==> config.mk <==
export PLATFORM = sky130hd
export DESIGN_NAME = gpio_irq_ctrl
export DESIGN_NICKNAME = d
export VERILOG_FILES = /design/src/rtl/gpio_irq_ctrl.sv
export SDC_FILE = /design/constraint.sdc
export NUM_CORES = 1
export LEC_CHECK = 0
export BUFFER_PORTS_ARGS = -buffer_cell sky130_fd_sc_hd__buf_4
export CORE_ASPECT_RATIO = 1.2
export CORE_MARGIN = 2
export CORE_UTILIZATION = 40
export CTS_CLUSTER_DIAMETER = 60
export DETAILED_ROUTE_END_ITERATION = 8
export GPL_ROUTABILITY_DRIVEN = 0
export PLACE_DENSITY = 0.59
export RECOVER_POWER = 100
export SLEW_MARGIN = 0
export SYNTH_ARGS = -nofsm -noshare
export SYNTH_HDL_FRONTEND = slang
export SYNTH_SLANG_ARGS = --single-unit
==> constraint.sdc <==
create_clock -name clk -period 3.6 [get_ports clk]
set_input_delay 0 -clock clk [delete_from_list [all_inputs] [get_ports clk]]
set_output_delay 0 -clock clk [all_outputs]
set_load 0.05 [all_outputs]
==> src/rtl/gpio_irq_ctrl.sv <==
module gpio_irq_ctrl #(
  parameter int NPINS = 32,
  parameter int AW    = 8
) (
  input  logic             clk,
  input  logic             rst_n,
  input  logic             psel,
  input  logic             penable,
  input  logic             pwrite,
  input  logic [AW-1:0]    paddr,
  input  logic [NPINS-1:0] pwdata,
  output logic [NPINS-1:0] prdata,
  input  logic [NPINS-1:0] pin_in,
  output logic [NPINS-1:0] pin_out,
  output logic [NPINS-1:0] pin_oe,
  output logic [NPINS-1:0] db_en,
  output logic             irq
);
  localparam logic [AW-1:0] OFS_DIR  = AW'('h00);
  localparam logic [AW-1:0] OFS_SET  = AW'('h08);
  localparam logic [AW-1:0] OFS_CLR  = AW'('h0C);
  localparam logic [AW-1:0] OFS_OUT  = AW'('h10);
  localparam logic [AW-1:0] OFS_IN   = AW'('h14);
  localparam logic [AW-1:0] OFS_EN   = AW'('h18);
  localparam logic [AW-1:0] OFS_SNS  = AW'('h1C);
  localparam logic [AW-1:0] OFS_ANY  = AW'('h20);
  localparam logic [AW-1:0] OFS_POL  = AW'('h24);
  localparam logic [AW-1:0] OFS_RAW  = AW'('h28);
  localparam logic [AW-1:0] OFS_MSK  = AW'('h2C);
  localparam logic [AW-1:0] OFS_MIS  = AW'('h30);
  localparam logic [AW-1:0] OFS_ACK  = AW'('h34);
  localparam logic [AW-1:0] OFS_DBN  = AW'('h38);
  localparam logic [NPINS-1:0] ZERO  = '0;

  logic [NPINS-1:0] dir_q, out_q, en_q, sns_q, any_q, pol_q, msk_q, dbn_q;
  logic [NPINS-1:0] sync1_q, sync2_q, prev_q, edge_q;
  logic [NPINS-1:0] rise, fall, edge_hit, lvl_hit, raw, mis;
  logic             wr;

  assign wr = psel & penable & pwrite;

  always_ff @(posedge clk) begin
    if (!rst_n) begin
      dir_q <= '0;
      en_q  <= '0;
      sns_q <= '0;
      any_q <= '0;
      pol_q <= '0;
      msk_q <= '0;
      dbn_q <= '0;
    end else if (wr) begin
      case (paddr)
        OFS_DIR: dir_q <= pwdata;
        OFS_EN:  en_q  <= pwdata;
        OFS_SNS: sns_q <= pwdata;
        OFS_ANY: any_q <= pwdata;
        OFS_POL: pol_q <= pwdata;
        OFS_MSK: msk_q <= pwdata;
        OFS_DBN: dbn_q <= pwdata;
        default: ;
      endcase
    end
  end

  always_ff @(posedge clk) begin
    if (!rst_n)                       out_q <= '0;
    else if (wr && paddr == OFS_OUT)  out_q <= pwdata;
    else if (wr && paddr == OFS_SET)  out_q <= out_q | pwdata;
    else if (wr && paddr == OFS_CLR)  out_q <= out_q & ~pwdata;
  end

  always_ff @(posedge clk) begin
    if (!rst_n) begin
      sync1_q <= '0;
      sync2_q <= '0;
      prev_q  <= '0;
    end else begin
      sync1_q <= pin_in;
      sync2_q <= sync1_q;
      prev_q  <= sync2_q;
    end
  end

  assign rise     = sync2_q & ~prev_q;
  assign fall     = ~sync2_q & prev_q;
  assign edge_hit = en_q & ~sns_q & ((any_q & (rise | fall)) |
                                     (~any_q & pol_q & rise) |
                                     (~any_q & ~pol_q & fall));
  assign lvl_hit  = en_q & sns_q & ~(sync2_q ^ pol_q);

  always_ff @(posedge clk) begin
    if (!rst_n)                       edge_q <= '0;
    else if (wr && paddr == OFS_ACK)  edge_q <= (edge_q & ~pwdata) | edge_hit;
    else                              edge_q <= edge_q | edge_hit;
  end

  assign raw = lvl_hit | (edge_q & ~sns_q);
  assign mis = raw & ~msk_q;
  assign irq = |mis;

  assign pin_out = out_q;
  assign pin_oe  = dir_q;
  assign db_en   = dbn_q;

  always_comb begin
    prdata = '0;
    if (psel) begin
      case (paddr)
        OFS_DIR: prdata = dir_q;
        OFS_OUT: prdata = out_q;
        OFS_IN:  prdata = sync2_q;
        OFS_EN:  prdata = en_q;
        OFS_SNS: prdata = sns_q;
        OFS_ANY: prdata = any_q;
        OFS_POL: prdata = pol_q;
        OFS_RAW: prdata = raw;
        OFS_MSK: prdata = msk_q;
        OFS_MIS: prdata = mis;
        OFS_DBN: prdata = dbn_q;
        default: prdata = '0;
      endcase
    end
  end

  a_r1_dir_write: assert property (@(posedge clk) disable iff (!rst_n)
    (wr && paddr == OFS_DIR) |=> (pin_oe == $past(pwdata)));

  a_r2_set_bits: assert property (@(posedge clk) disable iff (!rst_n)
    (wr && paddr == OFS_SET) |=> ((pin_out & $past(pwdata)) == $past(pwdata)));

  a_r2_set_keeps: assert property (@(posedge clk) disable iff (!rst_n)
    (wr && paddr == OFS_SET) |=> ((pin_out & ~$past(pwdata)) == ($past(pin_out) & ~$past(pwdata))));

  a_r3_clr_bits: assert property (@(posedge clk) disable iff (!rst_n)
    (wr && paddr == OFS_CLR) |=> ((pin_out & $past(pwdata)) == ZERO));

  a_r8_all_masked: assert property (@(posedge clk) disable iff (!rst_n)
    ((raw & ~msk_q) == ZERO) |-> !irq);

  a_r9_edge_sticky: assert property (@(posedge clk) disable iff (!rst_n)
    !(wr && paddr == OFS_ACK) |=> ((edge_q & $past(edge_q)) == $past(edge_q)));

  a_r7_disabled_quiet: assert property (@(posedge clk) disable iff (!rst_n)
    (en_q == ZERO && !(wr && paddr == OFS_EN)) |=> ((lvl_hit | (edge_q & ~$past(edge_q))) == ZERO));
endmodule

* Word level (Yosys, flattened, before mapping) *
Index checks and enable logic that the tools add are counted.

storage, ports and cells
  flip-flop bits (word level) = 384
  latch bits = 0
  bits in writable memories = 0
  ROM bits = 0
  output and inout port bits = 129
  logic and storage cells = 78
  memories kept = 0

operators by class
  $add $sub $neg = 0
  multipliers = 0
  divide/modulo/power cells = 0
  order comparisons = 0
  equality and inequality tests = 13
  shift-type cells = 0
  multiplexer cells = 6
  bitwise logic cells = 33
  reductions and logical operators = 14

operators with widths
  cell                                                             count
  32-bit AND                                                       15
  32-bit case mux with 11 select lines                             1
  32-bit inverter                                                  8
  32-bit OR                                                        7
  32-bit 2-to-1 mux                                                5
  8-bit by 6-bit == test with 1-bit output, second input constant  7
  8-bit by 5-bit == test with 1-bit output, second input constant  4
  32-bit OR reduction                                              1
  32-bit bitwise XOR                                               1
  8-bit by 4-bit == test with 1-bit output, second input constant  2
  2-bit AND reduction                                              7
  8-bit logical NOT                                                1
  1-bit logical AND                                                4
  3-bit nonzero test                                               1
  1-bit AND                                                        2

* Logic depth before layout (Yosys ltp) *
  depth in word-level cells = 9
  mapped depth = 9
  gate-level depth less buffers = 7

* Worst setup path before layout *
OpenSTA, ideal clock, no wires.

  kind = input -> output
  from = input port paddr[4]
  to = output port prdata[26]
  data arrival time = 2.507 ns
  required time = 3.600 ns
  slack = 1.093 ns
  stages on the path = 7
  path buffers = 3
  cells stage by stage = clkbuf_1 > nor4b_2 > and2_1 > clkbuf_1 > clkbuf_1 > a222oi_1 > a31oi_1

between the ends
  cells in the longest elaborated chain, start to end = 3
  elaborated cells between the ends (all ways) = 13
  classes of those cells = eq/ne (10); mux (2); reduce/logical (1)

ends and longest elaborated chain
  what                                                                    RTL line  RTL
  from (decl)                                                             10        input logic [AW-1:0] paddr,
  8-bit by 6-bit == test with 1-bit output, or another cell as far along  108       case (paddr)
  32-bit case mux with 11 select lines *                                  108
  32-bit 2-to-1 mux *                                                     107       if (psel) begin
  to (decl)                                                               12        output logic [NPINS-1:0] prdata,

Every way passes the cells marked *; elsewhere a longest branch is shown, timed or not.

* Final worst setup path *
  from = input port paddr[3]
  to = output port prdata[3]

The elaborated chain is that of the path after synthesis.

==> flow_summary.yaml <==
setup_path:
  required_ns: 3.60
  worstSetupStartpointType: "input port"
  r2r_slack_ns: 1.91
  timing.rr.start: "sync2_q[18]"
  cpPeakStageDelay_ns: 1.12
  end_kind: "output pin"
  crit_family: "buffers and inverters"
  reg2regPathDepth: 7
  worst-path-max-fanout: 25
  cp_slowest_cell: "clkbuf_1"
  crit_chain: "buf_4, clkbuf_1, nand3b_1, clkbuf_1, o22ai_1, a221oi_1, a31oi_1, clkbuf_2"
  crit_type: "input port to output pin"
  startpoint: "paddr[3]"
  critPathMostFrequentCell: "clkbuf_1"
  cp_num_buf_inv: 4
  worstReg2RegEnd: "edge_q[18]"
  crit_arrival_ns: 3.55
die:
  die_h_um: 241
  die_area_um2: 48700
  die_w_um: 202
  coreArea_um2: 46200
  io_pins: 206
  rows: 86
  initial_core_util_pct: 40.6
sta:
  setup_ws_ns: 0.0523
  worstMarginPinSlew_ns: 2.28
  relSlewSlack_pct: -51.8
  fin_crit_sh_pct: 98.5
  max_freq_mhz: 282
  slew_violations: 144
  skew_ns: 0.0250
  period_needed_ns: 3.55
  finalHoldViolCount: 0
  rsz0062_at_grt: "no"
  setup_viol: 0
  fin_setup_tns_ns: 0
pwr:
  max-vdd-ir-drop_uv: 275
  power_density_nw_per_um2: 417
  power.leakage_nw: 7.50
yosys:
  avgSynthCellArea_um2: 8.08
  synth_area_um2: 18800
  ys_top_cells_by_area: "dfxtp_1 41%, nand2_1 11%, a21boi_0 7.3%"
  synth_seq_cells: 384
  netlist_top_cells_count: "546 x nand2_1, 384 x dfxtp_1, 182 x a21boi_0"
  yosysTopAreaCellShare_pct: 41.0
  synthArstFlopShare_pct: 0
  synthFlopType: "dfxtp_1"
  synth_top_area_cell: "dfxtp_1"
  yosysUniqueCellTypes: 62
  yosysWarnings: 0
  syn-num-nets: 2463
  synth-edff-count: 0
  synthCells: 2322
  yosysMostFrequentCell: "nand2_1"
  yosysSeqAreaShare_pct: 41.0
worst_hold_path:
  min_from: "pin_in[13]"
  holdPathEnd: "sync1_q[13]"
  min_path_cells: 3
  hold_path.class: "input port to register"
cts:
  cts_buffers: 44
  clock-root-buffer: "clkbuf_16"
  cts_max_level: 2
  cts.path.max_buffers: 3
  clock_latency_ns: 0.59
  cts.sinks: 384
  cts_tree: "yes"
  path_clk_slew_ns: 0.06
  post-cts-setup-buffers: 0
  ctsResizeCount: 0
route:
  first_pass_iters: 8
  antenna_left: 0
  met1_length_um: 29700
  wl_um: 74300
  vias_per_cell: 5.79
  vias: 18400
  routedWlPerCell_um: 23.3
  wl_met2_um: 33500
  drc: 0
  routed.top_layer: "met4"
  wl_met3_um: 6530
  drt_iter0_drc: 1888
cells_and_area:
  area_delta_synth_final_pct: 21.1
  multi_input_area_um2: 9990
  fillers: 4555
  seq_area_um2: 7690
  final_core_util_pct: 49.2
  layout-drive-gt1-share_pct: 9.78
  final_cell_area_um2: 22700
  layout.nets: 2679
grt:
  overflow: 0
  first_global_vias: 18000
  track_usage_pct: 30.0
  grt_pass1_wl_um: 111000
  antenna_found_initial: 1
  grt_max_degree: 174
placed_design:
  pre_cts_slack_ns: 0.812
  dp_hpwl_um: 49500
  port_buffers: 205
  dpl-instance-area_um2: 21100
run_status:
  status: "finished with violations"
  violations: "max-capacitance violations, max-slew violations"
flow_run:
  cap_violations: 2
## sequential cells by signal, summed over array words and instances, names as in the netlist, named ones only
register / flops
sns_q: 32
prev_q: 32
edge_q: 32
en_q: 32
pol_q: 32
sync1_q: 32
db_en: 32
pin_oe: 32
any_q: 32
msk_q: 32
sync2_q: 32
## cell type report
class	count	share of cell area, %
Inverter	131	2.16
Clock buffer	58	5.35
Multi-Input combinational cell	1629	44.0
Tap cell	616	3.39
Timing Repair Buffer	348	10.2
Clock inverter	16	1.04
Sequential cell	384	33.8
Antenna cell	1	0.0110
## power breakdown
| group | total, mW | internal (mW) | switching [mW] |
|---|---|---|---|
| logic | 0.516 | 0.228 | 0.288 |
| registers | 4.33 | 4.29 | 0.0336 |
| clock network | 4.63 | 2.79 | 1.84 |
| total | 9.47 | 7.31 | 2.16 |
## cell families (layout without fill, tap and decap cells)
logic type | count (synthesis) | count (layout) | share of synthesized area, %
buffers and inverters | 309 | 553 | 6.20
AND/OR/NAND/NOR | 850 | 850 | 20.4
AO/OA/AOI/OAI | 652 | 652 | 25.0
flip-flops | 384 | 384 | 41.0
multiplexers | 31 | 31 | 1.73
other | 0 | 1 | 0
XOR/XNOR | 32 | 32 | 1.49
adder cells (fa/ha/maj) | 64 | 64 | 4.27
## worst max-delay path by stage
stage / to / slack (ns) / depth (start not counted)
2_1_floorplan: prdata[26] / 1.09 / 7
3_3_place_gp: irq / 0.85 / 7
3_5_place_dp: irq / 0.81 / 7
4_1_cts: irq / 0.17 / 7
5_1_grt: prdata[3] / 0.08 / 8
6_report: prdata[3] / 0.05 / 8
## what timing repair did
action / 4_1_cts / 5_1_grt
setup endpoints to repair: 0 / 0
hold endpoints to repair: 329 / 0
hold buffers: 70 / 0
## through the flow
step                      hold slack, ns  total power, mW  cells
after global routing               0.162             9.76   3183
after floorplan                    0.127             4.67   2322
after CTS                          0.132             9.55   3182
after detailed placement           0.210             4.87   3038
final                              0.158             9.47   3183
after global placement             0.208             4.86   3038
## per-layer routing
layer,global-route usage [%],vias to the layer above
li1,-,8369
met1,37.7,8801
met2,48.8,982
met3,5.46,265
met4,16.8,0
met5,0,-
## worst register-to-register path, stage by stage, from the launching register on
cell	delay, ns
dfxtp_1	0.46
inv_1	0.08
ha_1	0.20
nor2b_1	0.12
a211oi_1	0.24
a21oi_1	0.09
a32o_1	0.26
and2_1	0.15
## placed cells by master (no fill, tap or decap), types with 33 or more instances in the layout
cell type      synthesis  final
a2111oi_0             33     33
a211oi_1              36     36
a21boi_0             182    223
a21oi_1               55     55
a22oi_1               65     65
a32o_1                33     33
and2_1               101     75
buf_4                  0    139
clkbuf_1             169    124
clkbuf_16              0     45
dfxtp_1              384    384
dlygate4sd3_1          0     70
ha_1                  64     64
inv_1                131    131
nand2_1              546    546
nor2_1                59     59
nor2b_1               70     70
o21ai_0               82     82
(Power assumes the default switching activity.)
